==> config.mk <==
export PLATFORM = sky130hd
export DESIGN_NAME = opnd_resolver
export DESIGN_NICKNAME = d
export VERILOG_FILES = /design/src/rtl/opr_pkg.sv /design/src/rtl/opr_decode.sv /design/src/rtl/opr_regbank.sv /design/src/rtl/opr_cnt.sv /design/src/rtl/opnd_resolver.sv
export SDC_FILE = /design/constraint.sdc
export NUM_CORES = 1
export LEC_CHECK = 0
export ABC_AREA = 1
export BUFFER_PORTS_ARGS = -buffer_cell sky130_fd_sc_hd__buf_2
export CORE_AREA = 2 2 194 196
export CTS_CLUSTER_DIAMETER = 80
export DETAILED_ROUTE_END_ITERATION = 7
export DIE_AREA = 0 0 196 198
export PLACE_DENSITY = 0.68
export RECOVER_POWER = 100
export SLEW_MARGIN = 20
export SYNTH_ARGS = -nofsm -noshare
export SYNTH_HDL_FRONTEND = slang
export SYNTH_HIERARCHICAL = 1
export SYNTH_SLANG_ARGS = --single-unit
==> constraint.sdc <==
create_clock -name clk -period 4.98 [get_ports clk]
set_clock_uncertainty 0.15 [all_clocks]
set_input_delay 0 -clock clk [delete_from_list [all_inputs] [get_ports clk]]
set_output_delay 0 -clock clk [all_outputs]
set_load 0.005 [all_outputs]
==> src/rtl/opr_pkg.sv <==
package opr_pkg;
  localparam int NGPR = 8;
  localparam int SELW = 4;
  localparam logic [SELW-1:0] SEL_SP = 4'd8;
  localparam logic [SELW-1:0] SEL_PC = 4'd9;
  localparam logic [SELW-1:0] SEL_OV = 4'd10;

  typedef enum logic [3:0] {
    K_REG, K_IND, K_IDX, K_POP, K_PEEK, K_PUSH,
    K_SP, K_PC, K_OV, K_NWADDR, K_NWLIT, K_SHORT
  } kind_e;

  typedef enum logic [2:0] {
    ST_IDLE, ST_EXEC, ST_WEXT, ST_WDATA, ST_DONE
  } state_e;
endpackage

==> src/rtl/opr_decode.sv <==
module opr_decode
  import opr_pkg::*;
(
  input  logic [5:0] code,
  output kind_e      kind,
  output logic       needs_ext,
  output logic       is_lit
);
  always_comb begin
    if (code < 6'h08)      kind = K_REG;
    else if (code < 6'h10) kind = K_IND;
    else if (code < 6'h18) kind = K_IDX;
    else begin
      unique case (code)
        6'h18:   kind = K_POP;
        6'h19:   kind = K_PEEK;
        6'h1A:   kind = K_PUSH;
        6'h1B:   kind = K_SP;
        6'h1C:   kind = K_PC;
        6'h1D:   kind = K_OV;
        6'h1E:   kind = K_NWADDR;
        6'h1F:   kind = K_NWLIT;
        default: kind = K_SHORT;
      endcase
    end
  end

  assign needs_ext = (kind == K_IDX) || (kind == K_NWADDR) || (kind == K_NWLIT);
  assign is_lit    = (code >= 6'h1F);
endmodule

==> src/rtl/opr_regbank.sv <==
module opr_regbank
  import opr_pkg::*;
#(
  parameter int W = 16
) (
  input  logic              clk,
  input  logic              rst_n,
  input  logic              wr_en,
  input  logic [SELW-1:0]   wr_sel,
  input  logic [W-1:0]      wr_data,
  input  logic [$clog2(NGPR)-1:0] gidx,
  output logic [W-1:0]      gval,
  input  logic              sp_inc,
  input  logic              sp_dec,
  input  logic              pc_inc,
  output logic [W-1:0]      sp,
  output logic [W-1:0]      pc,
  output logic [W-1:0]      ov,
  input  logic [SELW-1:0]   rd_sel,
  output logic [W-1:0]      rd_data
);
  logic [W-1:0] gpr [NGPR];

  for (genvar g = 0; g < NGPR; g++) begin : g_gpr
    logic [W-1:0] q;
    always_ff @(posedge clk) begin
      if (!rst_n)                                q <= '0;
      else if (wr_en && wr_sel == SELW'(g))      q <= wr_data;
    end
    assign gpr[g] = q;
  end

  always_ff @(posedge clk) begin
    if (!rst_n) begin
      sp <= '0;
      pc <= '0;
      ov <= '0;
    end else begin
      if (wr_en && wr_sel == SEL_SP) sp <= wr_data;
      else if (sp_inc)               sp <= sp + W'(1);
      else if (sp_dec)               sp <= sp - W'(1);

      if (wr_en && wr_sel == SEL_PC) pc <= wr_data;
      else if (pc_inc)               pc <= pc + W'(1);

      if (wr_en && wr_sel == SEL_OV) ov <= wr_data;
    end
  end

  assign gval = gpr[gidx];

  always_comb begin
    if (rd_sel < SELW'(NGPR)) rd_data = gpr[rd_sel[$clog2(NGPR)-1:0]];
    else if (rd_sel == SEL_SP) rd_data = sp;
    else if (rd_sel == SEL_PC) rd_data = pc;
    else if (rd_sel == SEL_OV) rd_data = ov;
    else rd_data = '0;
  end
endmodule

==> src/rtl/opr_cnt.sv <==
module opr_cnt #(
  parameter int CNT_W = 32
) (
  input  logic             clk,
  input  logic             rst_n,
  input  logic             inc,
  output logic [CNT_W-1:0] count
);
  always_ff @(posedge clk) begin
    if (!rst_n)   count <= '0;
    else if (inc) count <= count + CNT_W'(1);
  end
endmodule

==> src/rtl/opnd_resolver.sv <==
module opnd_resolver
  import opr_pkg::*;
#(
  parameter int W     = 16,
  parameter int CNT_W = 32
) (
  input  logic             clk,
  input  logic             rst_n,
  input  logic             req_valid,
  output logic             req_ready,
  input  logic [5:0]       req_code,
  input  logic             req_skip,
  output logic             done,
  output logic [W-1:0]     res_value,
  output logic [W-1:0]     res_addr,
  output logic             res_has_addr,
  output logic             res_literal,
  output logic             mem_req,
  output logic [W-1:0]     mem_addr,
  input  logic             mem_rvalid,
  input  logic [W-1:0]     mem_rdata,
  input  logic             wr_en,
  input  logic [SELW-1:0]  wr_sel,
  input  logic [W-1:0]     wr_data,
  input  logic [SELW-1:0]  rd_sel,
  output logic [W-1:0]     rd_data,
  output logic [CNT_W-1:0] ext_count
);
  localparam int GIW = $clog2(NGPR);

  state_e       state;
  logic [5:0]   code_q;
  logic         skip_q;
  kind_e        kind;
  logic         needs_ext, is_lit;
  logic [W-1:0] gval, sp, pc, ov;
  logic         sp_inc, sp_dec, pc_inc, cnt_inc;

  assign req_ready = (state == ST_IDLE);
  assign done      = (state == ST_DONE);

  opr_decode u_dec (
    .code(code_q), .kind(kind), .needs_ext(needs_ext), .is_lit(is_lit)
  );

  opr_regbank #(.W(W)) u_regs (
    .clk(clk), .rst_n(rst_n),
    .wr_en(wr_en && req_ready), .wr_sel(wr_sel), .wr_data(wr_data),
    .gidx(code_q[GIW-1:0]), .gval(gval),
    .sp_inc(sp_inc), .sp_dec(sp_dec), .pc_inc(pc_inc),
    .sp(sp), .pc(pc), .ov(ov),
    .rd_sel(rd_sel), .rd_data(rd_data)
  );

  opr_cnt #(.CNT_W(CNT_W)) u_cnt (
    .clk(clk), .rst_n(rst_n), .inc(cnt_inc), .count(ext_count)
  );

  // Memory request and pointer side effects, issued from the current state.
  always_comb begin
    mem_req  = 1'b0;
    mem_addr = '0;
    sp_inc   = 1'b0;
    sp_dec   = 1'b0;
    pc_inc   = 1'b0;
    cnt_inc  = 1'b0;
    if (state == ST_EXEC) begin
      if (skip_q) begin
        pc_inc = needs_ext;
      end else begin
        unique case (kind)
          K_IND: begin mem_req = 1'b1; mem_addr = gval; end
          K_IDX, K_NWADDR, K_NWLIT: begin
            mem_req = 1'b1; mem_addr = pc; pc_inc = 1'b1; cnt_inc = 1'b1;
          end
          K_POP:  begin mem_req = 1'b1; mem_addr = sp; sp_inc = 1'b1; end
          K_PEEK: begin mem_req = 1'b1; mem_addr = sp; end
          K_PUSH: begin mem_req = 1'b1; mem_addr = sp - W'(1); sp_dec = 1'b1; end
          default: ;
        endcase
      end
    end else if (state == ST_WEXT && mem_rvalid && kind != K_NWLIT) begin
      mem_req  = 1'b1;
      mem_addr = (kind == K_IDX) ? mem_rdata + gval : mem_rdata;
    end
  end

  always_ff @(posedge clk) begin
    if (!rst_n) begin
      state        <= ST_IDLE;
      code_q       <= '0;
      skip_q       <= 1'b0;
      res_value    <= '0;
      res_addr     <= '0;
      res_has_addr <= 1'b0;
      res_literal  <= 1'b0;
    end else begin
      unique case (state)
        ST_IDLE: if (req_valid) begin
          code_q <= req_code;
          skip_q <= req_skip;
          state  <= ST_EXEC;
        end
        ST_EXEC: begin
          res_literal <= skip_q ? 1'b0 : is_lit;
          if (skip_q) begin
            res_value    <= '0;
            res_addr     <= '0;
            res_has_addr <= 1'b0;
            state        <= ST_DONE;
          end else begin
            unique case (kind)
              K_REG, K_SP, K_PC, K_OV, K_SHORT: begin
                res_addr     <= '0;
                res_has_addr <= 1'b0;
                state        <= ST_DONE;
                unique case (kind)
                  K_REG:   res_value <= gval;
                  K_SP:    res_value <= sp;
                  K_PC:    res_value <= pc;
                  K_OV:    res_value <= ov;
                  default: res_value <= {{(W-5){1'b0}}, code_q[4:0]};
                endcase
              end
              K_IDX, K_NWADDR, K_NWLIT: state <= ST_WEXT;
              default: begin
                res_addr     <= mem_addr;
                res_has_addr <= 1'b1;
                state        <= ST_WDATA;
              end
            endcase
          end
        end
        ST_WEXT: if (mem_rvalid) begin
          if (kind == K_NWLIT) begin
            res_value    <= mem_rdata;
            res_addr     <= '0;
            res_has_addr <= 1'b0;
            state        <= ST_DONE;
          end else begin
            res_addr     <= mem_addr;
            res_has_addr <= 1'b1;
            state        <= ST_WDATA;
          end
        end
        ST_WDATA: if (mem_rvalid) begin
          res_value <= mem_rdata;
          state     <= ST_DONE;
        end
        default: state <= ST_IDLE;
      endcase
    end
  end
endmodule

-- After elaboration in Yosys (flattened, before gate mapping)
Memory sizes are Yosys's and may differ from the RTL's. A register that Yosys moved wholly into a read port is not among the register bits.
Index checks and enable logic that the tools add are counted.
- register bits: 252
- bits in read-only memories: 128
- memories kept: 1
- bits of input ports: 52
- output and inout port bits: 101
- memory list (name ; words ; width ; read ports ; clocked after Yosys merged registers in ; wr ports ; RTL line ; RTL):
    (no name shown) ; 32 ; 4 ; 1 ; 1 ; 0 ; opr_decode.sv:14 ; unique case (code)
- eq/ne operators: 35
- mux-type cells: 66
- reduce and logical (&&, ||, !) cells: 31
- bitwise operators: 2
- magnitude comparators: 7
- add/subtract/negate cells: 5
- operators by type and width (cell ; number):
    two-way mux 16 bit ; 25
    one-hot mux 16 bit (4 select lines) ; 2
    binary-select mux 16 bit (select 3 bit) ; 2
    one-hot mux 16 bit (2 select lines) ; 2
    one-hot mux 16 bit (3 select lines) ; 1
    == test 4 bit (second input constant) ; 10
    adder 16 x 1 -> 16 bit (second input constant) ; 2
    adder 32 x 1 -> 32 bit (second input constant) ; 1
    == test 4 x 3 -> 1 bit (second input constant) ; 8
    two-way mux 1 bit ; 19
    adder 16 bit ; 1
    == test 4 x 2 -> 1 bit (second input constant) ; 4
    two-way mux 4 bit ; 4
    subtractor 16 x 1 -> 16 bit (second input constant) ; 1
    two-way mux 3 bit ; 5
    logical AND 1 bit ; 14
    < comparator 6 x 5 -> 1 bit (second input constant) ; 2
    one-hot mux 3 bit (4 select lines) ; 1
    two-way mux 5 bit ; 2
    == test 4 x 1 -> 1 bit (second input constant) ; 2
    >= comparator 4 bit (second input constant) ; 2
    logical NOT 4 bit ; 2
    NOT 3 -> 4 bit ; 2
    OR reduction 7 bit ; 1
    other kinds (23) ; 31

-- Longest topological paths before layout
Gate-level depths: netlist of run 1.
- depth in word-level cells: 12
- depth in mapped cells: 22
- depth with buffers taken out: 21

-- Hierarchy
Netlist of run 1, hierarchy kept.
- by module, submodules not included (module ; times used ; area each (µm²) ; cells an instance):
    opr_regbank ; 1 ; 9974.6 ; 1469
    opnd_resolver ; 1 ; 4372.9 ; 778
    opr_cnt ; 1 ; 1750.4 ; 260
    opr_decode ; 1 ; 158.9 ; 28

-- Least setup slack after synthesis of run 1
Ideal clock, no wire load.
- path kind: flip-flop to flip-flop
- start: register code_q[0]
- end: register u_regs.sp[13]
- clock period less this slack: 3.231 ns
- cell stages (with the launch flop): 21
- data required time: 4.698 ns
- data arrival time: 2.949 ns
- path slack: 1.749 ns
- cell sequence: dfxtp_1 inv_1 ha_1 nand2_1 nand2_1 nand2_1 nand2_1 clkinv_1 nand2_1 nor2_1 inv_1 ha_1 or2_2 nand3b_1 nand2_1 nand2_1 nand2_1 nand2_1 nand3_1 nand2_1 a21oi_1
- word-level cells in the longest chain between the ends: 10
- elaborated cells on any way between the ends: 17
- RTL lines (item ; RTL line ; RTL):
    start, declared ; opnd_resolver.sv:32 ; logic [5:0] code_q;
    start signal, assigned ; opnd_resolver.sv:100 ; code_q <= req_code;
    < comparator 6 x 5 -> 1 bit ; opr_decode.sv:12 ; else if (code < 6'h18) kind = K_IDX;
    two-way mux 4 bit ; opr_decode.sv:12 ;
    two-way mux 4 bit ; opr_decode.sv:11 ; else if (code < 6'h10) kind = K_IND;
    two-way mux 4 bit (*) ; opr_decode.sv:10 ; if (code < 6'h08) kind = K_REG;
    net kind[1] ; opnd_resolver.sv:34 ; kind_e kind;
    == test 4 x 2 -> 1 bit (*) ; opnd_resolver.sv:71 ; unique case (kind)
    two-way mux 1 bit (*) ; opnd_resolver.sv:71 ;
    two-way mux 1 bit (*) ; opnd_resolver.sv:68 ; if (skip_q) begin
    two-way mux 1 bit (*) ; opnd_resolver.sv:67 ; if (state == ST_EXEC) begin
    net sp_inc ; opnd_resolver.sv:37 ; logic sp_inc, sp_dec, pc_inc, cnt_inc;
    two-way mux 16 bit ; opr_regbank.sv:40 ; else if (sp_inc) sp <= sp + W'(1);
    two-way mux 16 bit ; opr_regbank.sv:39 ; if (wr_en && wr_sel == SEL_SP) sp <= wr_data;
    end signal, assigned ; opr_regbank.sv:39 ;
    end signal, assigned ; opr_regbank.sv:40 ;
    end signal, assigned ; opr_regbank.sv:41 ; else if (sp_dec) sp <= sp - W'(1);
    end, declared ; opr_regbank.sv:16 ; output logic [W-1:0] sp,
The timed path passes the listed nets; every way through them passes the cells marked *.
A chain may end at the register's enable or synchronous reset.

-- Worst setup path after layout of run 1
- start: register state[1]
- end: register u_regs.g_gpr[5].q[6]
- word-level cells in the longest chain between the ends: 3
- RTL lines (item ; RTL line ; RTL):
    start, declared ; opnd_resolver.sv:31 ; state_e state;
    start signal, assigned ; opnd_resolver.sv:90 ; state <= ST_IDLE;
    start signal, assigned ; opnd_resolver.sv:102 ; state <= ST_EXEC;
    start signal, assigned ; opnd_resolver.sv:110 ; state <= ST_DONE;
    logical NOT 3 bit ; opnd_resolver.sv:39 ; assign req_ready = (state == ST_IDLE);
    logical AND 1 bit ; opnd_resolver.sv:48 ; .wr_en(wr_en && req_ready), .wr_sel(wr_sel), .wr_data(wr_data),
    logical AND 1 bit ; opr_regbank.sv:28 ; else if (wr_en && wr_sel == SELW'(g)) q <= wr_data;
    end signal, assigned ; opr_regbank.sv:28 ;
    end, declared ; opr_regbank.sv:25 ; logic [W-1:0] q;
Every way passes these cells.

==> run_summary.xml, run 1 <==
<?xml version="1.0" encoding="UTF-8"?>
<metrics>
  <group name="placement">
    <metric name="dp_worst_setup_slack" unit="ps">1280</metric>
    <metric name="sum_of_net_half_perimeters_after_detailed_placement" unit="um">41800</metric>
    <metric name="port_buffers" unit="">152</metric>
    <metric name="gp_routability_congestion" unit="">0.962</metric>
  </group>
  <group name="floorplanning">
    <metric name="start_util" unit="%">44.0</metric>
    <metric name="dieHeight" unit="um">198</metric>
    <metric name="dieWidth" unit="um">196</metric>
    <metric name="boundaryPins" unit="">153</metric>
    <metric name="core-area" unit="um2">37000</metric>
    <metric name="num_rows" unit="">71</metric>
    <metric name="die_area" unit="um2">38800</metric>
  </group>
  <group name="sta">
    <metric name="min_period_over_period" unit="%">92.6</metric>
    <metric name="maxSlewViolCount" unit="">80</metric>
    <metric name="timing.final.crit_period" unit="ps">4610</metric>
    <metric name="timing.max_slew.rel_slack" unit="%">-39.0</metric>
    <metric name="transition_time_of_the_tightest_slew_check_pin" unit="ps">2080</metric>
    <metric name="finalHoldViolations" unit="">0</metric>
    <metric name="timing.fmax" unit="MHz">217</metric>
    <metric name="fin_tns_setup" unit="ps">0</metric>
    <metric name="finalSetupViolCount" unit="">0</metric>
    <metric name="rsz0062_at_grt" unit="">false</metric>
    <metric name="final_critical_path_setup_slack" unit="ps">370</metric>
  </group>
  <group name="flow_run">
    <metric name="timing.max_cap.violations" unit="">3</metric>
  </group>
  <group name="grt">
    <metric name="grt_first_pass_wirelength" unit="um">91400</metric>
    <metric name="antenna_found_initial" unit="">0</metric>
    <metric name="overflow" unit="">0</metric>
    <metric name="grt.total_usage" unit="%">29.7</metric>
    <metric name="grt_max_degree" unit="">141</metric>
    <metric name="grt_pass1_vias" unit="">16511</metric>
  </group>
  <group name="run_status">
    <metric name="status" unit="">finished with violations</metric>
    <metric name="violations" unit="">max-capacitance violations, max-slew violations</metric>
  </group>
  <group name="critical_path">
    <metric name="worstSetupPathType" unit="">flip-flop to flip-flop</metric>
    <metric name="worst-endpoint-required" unit="ps">5310</metric>
    <metric name="biggest_fanout_along_the_worst_timing_path" unit="">27</metric>
    <metric name="end_kind" unit="">flip-flop</metric>
    <metric name="worst-endpoint-arrival" unit="ps">4940</metric>
    <metric name="crit_path_start_kind" unit="">flip-flop</metric>
  </group>
  <group name="synthesis">
    <metric name="synth_net_count" unit="">2624</metric>
    <metric name="synth_area_per_cell" unit="um2">6.41</metric>
    <metric name="postSynth.asyncResetShare" unit="%">0</metric>
    <metric name="yosysSeqAreaShare" unit="%">31.0</metric>
    <metric name="netlist_top_cells_area" unit="">dfxtp_1 31%, nand2_1 13%, a21oi_1 8.9%</metric>
    <metric name="synthesis.area" unit="um2">16300</metric>
    <metric name="synth_top_flop_cell" unit="">dfxtp_1</metric>
    <metric name="ys_types" unit="">53</metric>
    <metric name="ys_warn_count" unit="">6</metric>
    <metric name="yosys.area.top_type_share" unit="%">31.0</metric>
    <metric name="netlist_instances" unit="">2535</metric>
    <metric name="synth-edff-count" unit="">0</metric>
    <metric name="yosys_reg_bits" unit="">252</metric>
    <metric name="leading_area_contributor_after_synthesis" unit="">dfxtp_1</metric>
  </group>
  <group name="route">
    <metric name="route.detailed.drc" unit="">0</metric>
    <metric name="drt_wl_total" unit="um">59100</metric>
    <metric name="drt-initial-drc-count" unit="">2055</metric>
    <metric name="detailedRoute.firstPassIterationCount" unit="">6</metric>
    <metric name="post_drt_via_cell_ratio" unit="">5.70</metric>
    <metric name="detailroute.via_count" unit="">18111</metric>
    <metric name="drt.antenna.violating_nets" unit="">0</metric>
    <metric name="wl_per_cell" unit="um">18.6</metric>
  </group>
  <group name="layout">
    <metric name="num_antenna_cells" unit="">0</metric>
    <metric name="syn_to_final_growth" unit="%">15.1</metric>
    <metric name="final_core_util" unit="%">50.6</metric>
    <metric name="fraction_of_final_layout_cells_with_drive_strength_greater_than_1" unit="%">9.43</metric>
    <metric name="layout.cells.most_common_list" unit="">549 x nand2_1, 299 x o21ai_0, 288 x a21oi_1, 281 x inv_1, 250 x dfxtp_1</metric>
    <metric name="finish.net_count" unit="">2769</metric>
    <metric name="number_of_filler_cells_placed_in_the_layout" unit="">3762</metric>
    <metric name="most_common_cell_after_layout_fill_and_taps_aside" unit="">nand2_1</metric>
  </group>
  <group name="clocking">
    <metric name="cts.clk_slew.worst_paths" unit="ps">70</metric>
    <metric name="clock_tree.htree_level_count" unit="">1</metric>
    <metric name="cts_tree" unit="">built</metric>
    <metric name="clk_root_buffer_cell" unit="">clkbuf_16</metric>
    <metric name="cts_num_sinks" unit="">252</metric>
    <metric name="worst_skew_pair.late_latency" unit="ps">590</metric>
    <metric name="numCtsBuffers" unit="">29</metric>
    <metric name="cts.repair.resized" unit="">0</metric>
    <metric name="clockBufferDepth" unit="">3</metric>
  </group>
  <group name="power_and_ir_drop">
    <metric name="cellLeakagePower" unit="uW">0.00796</metric>
    <metric name="power.density" unit="nW/um2">384</metric>
    <metric name="ir_worst_vdd" unit="uV">217</metric>
  </group>
  <group name="min_path">
    <metric name="worst_hold_path_type" unit="">input port to flip-flop</metric>
  </group>
</metrics>
## worst max-delay path, stage by stage, from the launching register on
cell	delay [ps]
dfxtp_1	350
nor2_1	100
inv_1	70
nor2_1	410
inv_1	150
nor2_1	610
nand2_1	280
nor2_1	1590
inv_1	510
nor2_1	230
nor2_1	60
## path summary, 6_finish.rpt
kind              cells past startpoint  slack (ps)                                 to                      from
setup / recovery                     10         370  u_regs/g_gpr[5].q[6]$_SDFFE_PN0P_     state[1]$_SDFFE_PN0P_
setup reg to reg                     10         370  u_regs/g_gpr[5].q[6]$_SDFFE_PN0P_     state[1]$_SDFFE_PN0P_
hold / removal                        7         100          u_regs/pc[4]$_SDFFE_PN0P_                     wr_en
hold reg to reg                       2         310           res_addr[8]$_SDFFE_PN0P_  res_addr[8]$_SDFFE_PN0P_
## registers in the layout, indices dropped and copies added, names as in the netlist
signal / count
u_regs/g_gpr.q: 128
u_cnt/count: 32
res_addr: 16
res_value: 16
u_regs/ov: 16
u_regs/pc: 16
u_regs/sp: 16
code_q: 6
state: 3
res_has_addr: 1
res_literal: 1
skip_q: 1
## layer usage
layer	track usage, %	share of wire, %	vias to the layer above	wire [um]
met5	0	0	-	0
met4	16.2	5.9	0	3460
met3	4.09	8.9	162	5240
met2	48.1	45	924	26300
met1	38.3	41	8261	24100
li1	-	-	8764	-
## power by group
group,switching [uW],internal (uW),total (uW)
Sequential,123,2140,2260
Combinational,1830,846,2670
Clock,902,1350,2250
## cell usage after synthesis, drive strengths merged, types with 12 or more instances
cell type	count
nand2	562
o21ai	312
inv	304
a21oi	290
nor2	278
dfxtp	252
nand3	121
clkbuf	68
buf	61
o211ai	39
ha	35
o221ai	31
a31oi	23
nand4	22
o2111ai	21
a22oi	18
o22ai	18
nor3	17
xor2	16
clkinv	12
## logic make-up (layout without fill, tap and decap cells)
| group | count (synthesis) | count (layout) | synth area share, % |
|---|---|---|---|
| compound gates | 768 | 768 | 26.7 |
| simple gates | 1008 | 1008 | 26.8 |
| flops | 252 | 252 | 31.0 |
| fa+ha+maj | 37 | 37 | 2.94 |
| xor+xnor | 25 | 25 | 1.35 |
| buf+inv | 445 | 613 | 11.1 |
## timing repair
action | CTS | global route
setup buffers | 0 | 0
hold buffers | 71 | 0
hold endpoints to repair | 242 | 0
## per-stage QoR
stage / hold slack [ps] / cells / area (um2) / power (uW)
after floorplan: -11.6 / 2535 / 16300 / 4120
after global placement: 167 / 3052 / 17200 / 4810
after detailed placement: 177 / 3052 / 17200 / 4850
after CTS: 52.0 / 3177 / 18900 / 7200
after global routing: 155 / 3177 / 18700 / 7590
final: 103 / 3177 / 18700 / 7190
## cell type report
| class | count | area [um2] | share of cell area (%) |
|---|---|---|---|
| repair buffers | 243 | 1560 | 8.35 |
| clock buffers | 44 | 862 | 4.61 |
| multi-input cells | 1838 | 9310 | 49.7 |
| clock inverters | 10 | 146 | 0.782 |
| flip-flops and latches | 252 | 5050 | 27.0 |
| well taps | 474 | 593 | 3.17 |
| inverters | 316 | 1190 | 6.39 |
No activity file was read; power rests on OpenSTA's default activity.
==> inputs of run 2 (changes only) <==
PLACE_DENSITY = unset   (was 0.68)
SLEW_MARGIN = 10   (was 20)
==> run 2 against run 1 <==
  * The run still ends with max-capacitance violations, max-slew violations left
  * Sequential share of layout area shrank 0.16 points
  * Via count increased by 0.43%
  * Sequential cell count stayed put
  * Final cell count rose by 0.25%
  * Clock-buffer cell count rose by 1
  * Clock power increased by 11%
  * First-iteration DRC count decreased by 2.0%
  * Critical path type is now flip-flop to output port
  * Largest cell class unchanged
  * Largest power group unchanged
==> run_summary.xml, run 2 (synthesized netlist as in run 1, its figures left out) <==
<?xml version="1.0" encoding="UTF-8"?>
<metrics>
  <group name="run_status">
    <metric name="status" unit="">finished with violations</metric>
    <metric name="violations" unit="">max-capacitance violations, max-slew violations</metric>
  </group>
  <group name="route">
    <metric name="route.detailed.drc" unit="">0</metric>
    <metric name="drt-initial-drc-count" unit="">2013</metric>
    <metric name="wl_per_cell" unit="um">19.7</metric>
    <metric name="detailroute.via_count" unit="">18188</metric>
    <metric name="drt.antenna.violating_nets" unit="">0</metric>
    <metric name="drt_wl_total" unit="um">62600</metric>
    <metric name="detailedRoute.firstPassIterationCount" unit="">6</metric>
    <metric name="post_drt_via_cell_ratio" unit="">5.71</metric>
  </group>
  <group name="layout">
    <metric name="final-instance-count-excl-fill" unit="">3185</metric>
    <metric name="stdcell_area" unit="um2">18800</metric>
    <metric name="num_antenna_cells" unit="">0</metric>
    <metric name="fraction_of_final_layout_cells_with_drive_strength_greater_than_1" unit="%">9.70</metric>
    <metric name="largest_registers_in_the_final_layout" unit="">u_regs/g_gpr.q: 128 flops, u_cnt/count: 32 flops</metric>
    <metric name="final_core_util" unit="%">50.9</metric>
    <metric name="largest_register_ffs" unit="">128</metric>
    <metric name="finish.net_count" unit="">2775</metric>
    <metric name="layout.cells.most_common_list" unit="">548 x nand2_1, 296 x o21ai_0, 288 x a21oi_1, 281 x inv_1, 255 x nor2_1</metric>
    <metric name="register_bank_with_the_most_flops" unit="">u_regs/g_gpr.q</metric>
    <metric name="number_of_filler_cells_placed_in_the_layout" unit="">3834</metric>
    <metric name="most_common_cell_after_layout_fill_and_taps_aside" unit="">nand2_1</metric>
    <metric name="syn_to_final_growth" unit="%">15.8</metric>
  </group>
  <group name="floorplanning">
    <metric name="dieWidth" unit="um">196</metric>
    <metric name="core-area" unit="um2">37000</metric>
    <metric name="boundaryPins" unit="">153</metric>
    <metric name="dieHeight" unit="um">198</metric>
    <metric name="num_rows" unit="">71</metric>
    <metric name="start_util" unit="%">44.0</metric>
    <metric name="die_area" unit="um2">38800</metric>
  </group>
  <group name="sta">
    <metric name="fin_tns_setup" unit="ps">0</metric>
    <metric name="finalSetupViolCount" unit="">0</metric>
    <metric name="timing.final.crit_period" unit="ps">4600</metric>
    <metric name="timing.max_slew.rel_slack" unit="%">-28.3</metric>
    <metric name="transition_time_of_the_tightest_slew_check_pin" unit="ps">1920</metric>
    <metric name="rsz0062_at_grt" unit="">false</metric>
    <metric name="finalHoldViolations" unit="">0</metric>
    <metric name="min_period_over_period" unit="%">92.4</metric>
    <metric name="timing.fmax" unit="MHz">217</metric>
    <metric name="maxSlewViolCount" unit="">69</metric>
  </group>
  <group name="placement">
    <metric name="sum_of_net_half_perimeters_after_detailed_placement" unit="um">44500</metric>
    <metric name="gp_routability_congestion" unit="">0.957</metric>
    <metric name="place.detailed.instances" unit="">3059</metric>
    <metric name="post_dp_cell_area" unit="um2">17200</metric>
    <metric name="port_buffers" unit="">152</metric>
  </group>
  <group name="power_and_ir_drop">
    <metric name="cellLeakagePower" unit="uW">0.00799</metric>
    <metric name="power.density" unit="nW/um2">397</metric>
    <metric name="ir_worst_vdd" unit="uV">288</metric>
    <metric name="finalPower" unit="uW">7470</metric>
  </group>
  <group name="clocking">
    <metric name="cts_tree" unit="">built</metric>
    <metric name="cts.clk_slew.worst_paths" unit="ps">60</metric>
    <metric name="cts_num_sinks" unit="">252</metric>
    <metric name="clockBufferDepth" unit="">3</metric>
    <metric name="numCtsBuffers" unit="">34</metric>
    <metric name="worst_skew_pair.late_latency" unit="ps">550</metric>
    <metric name="clock_tree.htree_level_count" unit="">2</metric>
    <metric name="clk_root_buffer_cell" unit="">clkbuf_16</metric>
  </group>
  <group name="min_path">
    <metric name="worstHoldPathCells" unit="">6</metric>
    <metric name="worst_hold_path_type" unit="">input port to flip-flop</metric>
  </group>
  <group name="grt">
    <metric name="antenna_found_initial" unit="">0</metric>
    <metric name="grt_max_degree" unit="">172</metric>
    <metric name="grt_first_pass_wirelength" unit="um">95200</metric>
    <metric name="grt.total_usage" unit="%">31.6</metric>
    <metric name="overflow" unit="">0</metric>
    <metric name="grt_pass1_vias" unit="">16759</metric>
  </group>
  <group name="critical_path">
    <metric name="crit_path_start_kind" unit="">flip-flop</metric>
    <metric name="worst-endpoint-required" unit="ps">4830</metric>
    <metric name="worst-endpoint-arrival" unit="ps">4450</metric>
    <metric name="rr_worst_depth" unit="">18</metric>
    <metric name="end_kind" unit="">output port</metric>
    <metric name="biggest_fanout_along_the_worst_timing_path" unit="">45</metric>
    <metric name="worstSetupPathType" unit="">flip-flop to output port</metric>
  </group>
  <group name="flow_run">
    <metric name="timing.max_cap.violations" unit="">2</metric>
  </group>
</metrics>
run 2: cell count changes in the layout (fill, tap and decap cells not counted), sizes merged:
| cell | before | now |
|---|---|---|
| clkbuf | 93 | 100 |
| dlygate4sd3 | 71 | 65 |
| clkinv | 18 | 22 |
| inv | 303 | 306 |
| buf | 123 | 124 |
| bufinv | 3 | 2 |
run 2: area by class of cell:
type                            instances  area, um2  area share (%)
Clock buffer                           45        963            5.12
Clock inverter                         16        166           0.884
Inverter                              316       1200            6.37
Multi-Input combinational cell       1838       9300            49.4
Sequential cell                       252       5050            26.8
Tap cell                              474        593            3.15
Timing Repair Buffer                  244       1560            8.26
run 2: metal layers:
metal | vias up | track usage [%] | share of wire, %
li1 | 8772 | - | -
met2 | 808 | 52.4 | 46
met4 | 0 | 14.1 | 4.5
met5 | - | 0 | 0
met1 | 8439 | 40.6 | 43
met3 | 169 | 4.84 | 7.3
run 2: worst max-delay path, cell delays in order, from the launching register on:
cell	delay (ps)
dfxtp_2	330
buf_4	340
clkbuf_4	600
o21ai_0	140
o21ai_0	220
nor2_1	80
a31oi_1	590
ha_1	410
or2_2	320
nand3b_1	120
nand2_1	110
nand2_1	100
nand2_1	50
nand2_1	50
nand3_1	60
nand2_1	70
nand2_1	110
buf_2	150
run 2: final timing paths:
check / from / end / slack, ps
worst max register to register: code_q[0]$_SDFFE_PN0P_ / u_cnt/count[14]$_SDFFE_PN0P_ / 470
worst min register to register: res_addr[1]$_SDFFE_PN0P_ / res_addr[1]$_SDFFE_PN0P_ / 310
worst min-delay path: wr_en / u_regs/g_gpr[7].q[12]$_SDFFE_PN0P_ / 160
worst max-delay path: code_q[0]$_SDFFE_PN0P_ / mem_addr[9] / 380
run 2: repair_timing:
item,4_1_cts,5_1_grt
resized for setup,0,0
hold buffers,65,0
buffers inserted,0,0
hold endpoints to repair,247,0
run 2: metrics by stage:
stage,setup slack [ps],hold slack [ps]
2_1_floorplan,1750,-11.6
3_3_place_gp,1090,129
3_5_place_dp,960,145
4_1_cts,617,54.9
5_1_grt,148,180
6_report,381,164
run 2: power breakdown:
part,switching (uW),internal (uW),total (uW),leakage (uW)
sequential,124,2140,2270,0.00204
combinational,1870,846,2720,0.00540
clock,1010,1480,2490,0.000559
==> inputs of run 3 (changes only) <==
CORE_AREA = 2 2 236 238   (was 2 2 194 196)
DIE_AREA = 0 0 238 240   (was 0 0 196 198)
==> run 3 against run 2 <==
  * The flow still finishes with violations (max-capacitance violations, max-slew violations)
  * Via count is 0.46% higher
  * Worst setup slack got worse by 220 ps
  * Total power is 3.2% lower
  * Final area up 1.3%
  * Largest cell class unchanged
==> run_summary.xml, run 3 (synthesized netlist as in run 1, its figures left out) <==
<?xml version="1.0" encoding="UTF-8"?>
<metrics>
  <group name="critical_path">
    <metric name="worst_r2r_startpoint" unit="">state[1]$_SDFFE_PN0P_</metric>
    <metric name="reg2reg_to" unit="">u_regs/g_gpr[5].q[8]$_SDFFE_PN0P_</metric>
    <metric name="worst-endpoint-arrival" unit="ps">4660</metric>
    <metric name="end_kind" unit="">output port</metric>
    <metric name="worstSetupPathType" unit="">input port to output port</metric>
    <metric name="worst-endpoint-required" unit="ps">4830</metric>
    <metric name="biggest_fanout_along_the_worst_timing_path" unit="">33</metric>
    <metric name="rrSetupSlack" unit="ps">540</metric>
    <metric name="crit_path_start_kind" unit="">input port</metric>
    <metric name="worst_setup_path_startpoint" unit="">rd_sel[0]</metric>
    <metric name="worst_setup_path_endpoint" unit="">rd_data[2]</metric>
    <metric name="rr_worst_depth" unit="">12</metric>
  </group>
  <group name="layout">
    <metric name="register_bank_with_the_most_flops" unit="">u_regs/g_gpr.q</metric>
    <metric name="largest_register_ffs" unit="">128</metric>
    <metric name="largest_registers_in_the_final_layout" unit="">u_regs/g_gpr.q: 128 flops, u_cnt/count: 32 flops</metric>
    <metric name="fraction_of_final_layout_cells_with_drive_strength_greater_than_1" unit="%">8.44</metric>
    <metric name="finish.net_count" unit="">2792</metric>
    <metric name="layout.cells.most_common_list" unit="">550 x nand2_1, 301 x o21ai_0, 288 x a21oi_1, 284 x inv_1, 256 x nor2_1</metric>
    <metric name="most_common_cell_after_layout_fill_and_taps_aside" unit="">nand2_1</metric>
    <metric name="syn_to_final_growth" unit="%">17.3</metric>
  </group>
  <group name="grt">
    <metric name="grt_first_pass_wirelength" unit="um">96800</metric>
    <metric name="grt.total_usage" unit="%">21.7</metric>
    <metric name="overflow" unit="">0</metric>
    <metric name="grt_max_degree" unit="">115</metric>
    <metric name="antenna_found_initial" unit="">2</metric>
    <metric name="grt_pass1_vias" unit="">16202</metric>
  </group>
  <group name="clocking">
    <metric name="cts.clk_slew.worst_paths" unit="ps">60</metric>
    <metric name="cts.repair_timing.setup_buffer_count" unit="">0</metric>
    <metric name="numCtsBuffers" unit="">28</metric>
    <metric name="clk_root_buffer_cell" unit="">clkbuf_16</metric>
    <metric name="clock_tree.htree_level_count" unit="">1</metric>
    <metric name="cts_hold_repair.buffers" unit="">84</metric>
    <metric name="cts.repair.resized" unit="">0</metric>
    <metric name="clockBufferDepth" unit="">3</metric>
    <metric name="cts_num_sinks" unit="">252</metric>
    <metric name="worst_skew_pair.late_latency" unit="ps">580</metric>
    <metric name="cts_tree" unit="">built</metric>
  </group>
  <group name="power_and_ir_drop">
    <metric name="ir_worst_vdd" unit="uV">232</metric>
    <metric name="finalPower" unit="uW">7240</metric>
    <metric name="power.density" unit="nW/um2">380</metric>
    <metric name="cellLeakagePower" unit="uW">0.00795</metric>
  </group>
  <group name="route">
    <metric name="detailroute.via_count" unit="">18271</metric>
    <metric name="detailedRoute.firstPassIterationCount" unit="">5</metric>
    <metric name="route.detailed.drc" unit="">0</metric>
    <metric name="drt-initial-drc-count" unit="">2170</metric>
    <metric name="wl_per_cell" unit="um">18.8</metric>
    <metric name="post_drt_via_cell_ratio" unit="">5.33</metric>
    <metric name="drt_wl_total" unit="um">64400</metric>
    <metric name="drt.antenna.violating_nets" unit="">0</metric>
  </group>
  <group name="sta">
    <metric name="timing.max_slew.rel_slack" unit="%">-21.7</metric>
    <metric name="finalSetupViolCount" unit="">0</metric>
    <metric name="min_period_over_period" unit="%">96.7</metric>
    <metric name="finalHoldViolations" unit="">0</metric>
    <metric name="timing.fmax" unit="MHz">208</metric>
    <metric name="fin_tns_setup" unit="ps">0</metric>
    <metric name="maxSlewViolCount" unit="">126</metric>
    <metric name="timing.final.crit_period" unit="ps">4810</metric>
    <metric name="finalHoldWorstSlack" unit="ps">190</metric>
    <metric name="rsz0062_at_grt" unit="">false</metric>
    <metric name="transition_time_of_the_tightest_slew_check_pin" unit="ps">1820</metric>
    <metric name="final_critical_path_setup_slack" unit="ps">165</metric>
  </group>
  <group name="placement">
    <metric name="gp_routability_congestion" unit="">0.973</metric>
    <metric name="port_buffers" unit="">152</metric>
    <metric name="dp_worst_setup_slack" unit="ps">1050</metric>
    <metric name="sum_of_net_half_perimeters_after_detailed_placement" unit="um">45900</metric>
  </group>
  <group name="floorplanning">
    <metric name="num_rows" unit="">86</metric>
    <metric name="boundaryPins" unit="">153</metric>
    <metric name="core-area" unit="um2">54700</metric>
    <metric name="die_area" unit="um2">57100</metric>
    <metric name="start_util" unit="%">29.7</metric>
    <metric name="dieWidth" unit="um">238</metric>
    <metric name="dieHeight" unit="um">240</metric>
  </group>
  <group name="run_status">
    <metric name="violations" unit="">max-capacitance violations, max-slew violations</metric>
    <metric name="status" unit="">finished with violations</metric>
  </group>
  <group name="min_path">
    <metric name="worst_hold_path_type" unit="">input port to flip-flop</metric>
  </group>
  <group name="flow_run">
    <metric name="timing.max_cap.violations" unit="">5</metric>
  </group>
</metrics>
==> run 3: final cells by class <==
class	instances	area, um2
antenna	1	2.50
clock buffer	43	857
clock inverter	8	101
fill	6041	35600
inverter	316	1200
multi-input combinational	1838	9260
sequential	252	5050
tap	704	881
timing repair buffer	267	1710
==> run 3: layer usage <==
layer	share of wire (%)	global-route usage, %
met4	3.7	8.07
met2	42	33.2
met3	9.3	2.92
met5	0.020	0
met1	45	31.0
==> run 3: metrics by stage <==
step                instance area [um2]  util, %  instances
floorplan                         16300        -       2535
global placement                  17500     32.1       3293
detailed placement                17500     32.1       3293
CTS                               19300     35.4       3428
global route                      19100     34.9       3429
finish                            19100     34.9       3429
==> run 3: power by group <==
part           internal, uW  switching, uW  total, uW
sequential             2140            140       2280
combinational           890           1880       2770
clock                  1280            905       2190
==> run 3: worst min path at each step <==
stage | from | to | slack, ps | depth (start not counted)
after floorplan | rst_n | res_value[3]$_SDFFE_PN0P_ | -10 | 2
after global placement | req_code[2] | code_q[2]$_SDFFE_PN0P_ | 130 | 3
after detailed placement | req_code[2] | code_q[2]$_SDFFE_PN0P_ | 130 | 3
after CTS | wr_data[0] | u_regs/sp[0]$_SDFFE_PN0P_ | 160 | 4
after global routing | mem_rdata[13] | res_value[13]$_SDFFE_PN0P_ | 210 | 4
final | wr_data[0] | u_regs/sp[0]$_SDFFE_PN0P_ | 190 | 4
==> run 3: worst max-delay path, stage by stage <==
cell and delay [ps]:
clkbuf_1 620, inv_4 670, nand2_1 980, nor3_1 970
inv_1 470, o21ai_0 560, nand2_1 190, buf_2 170
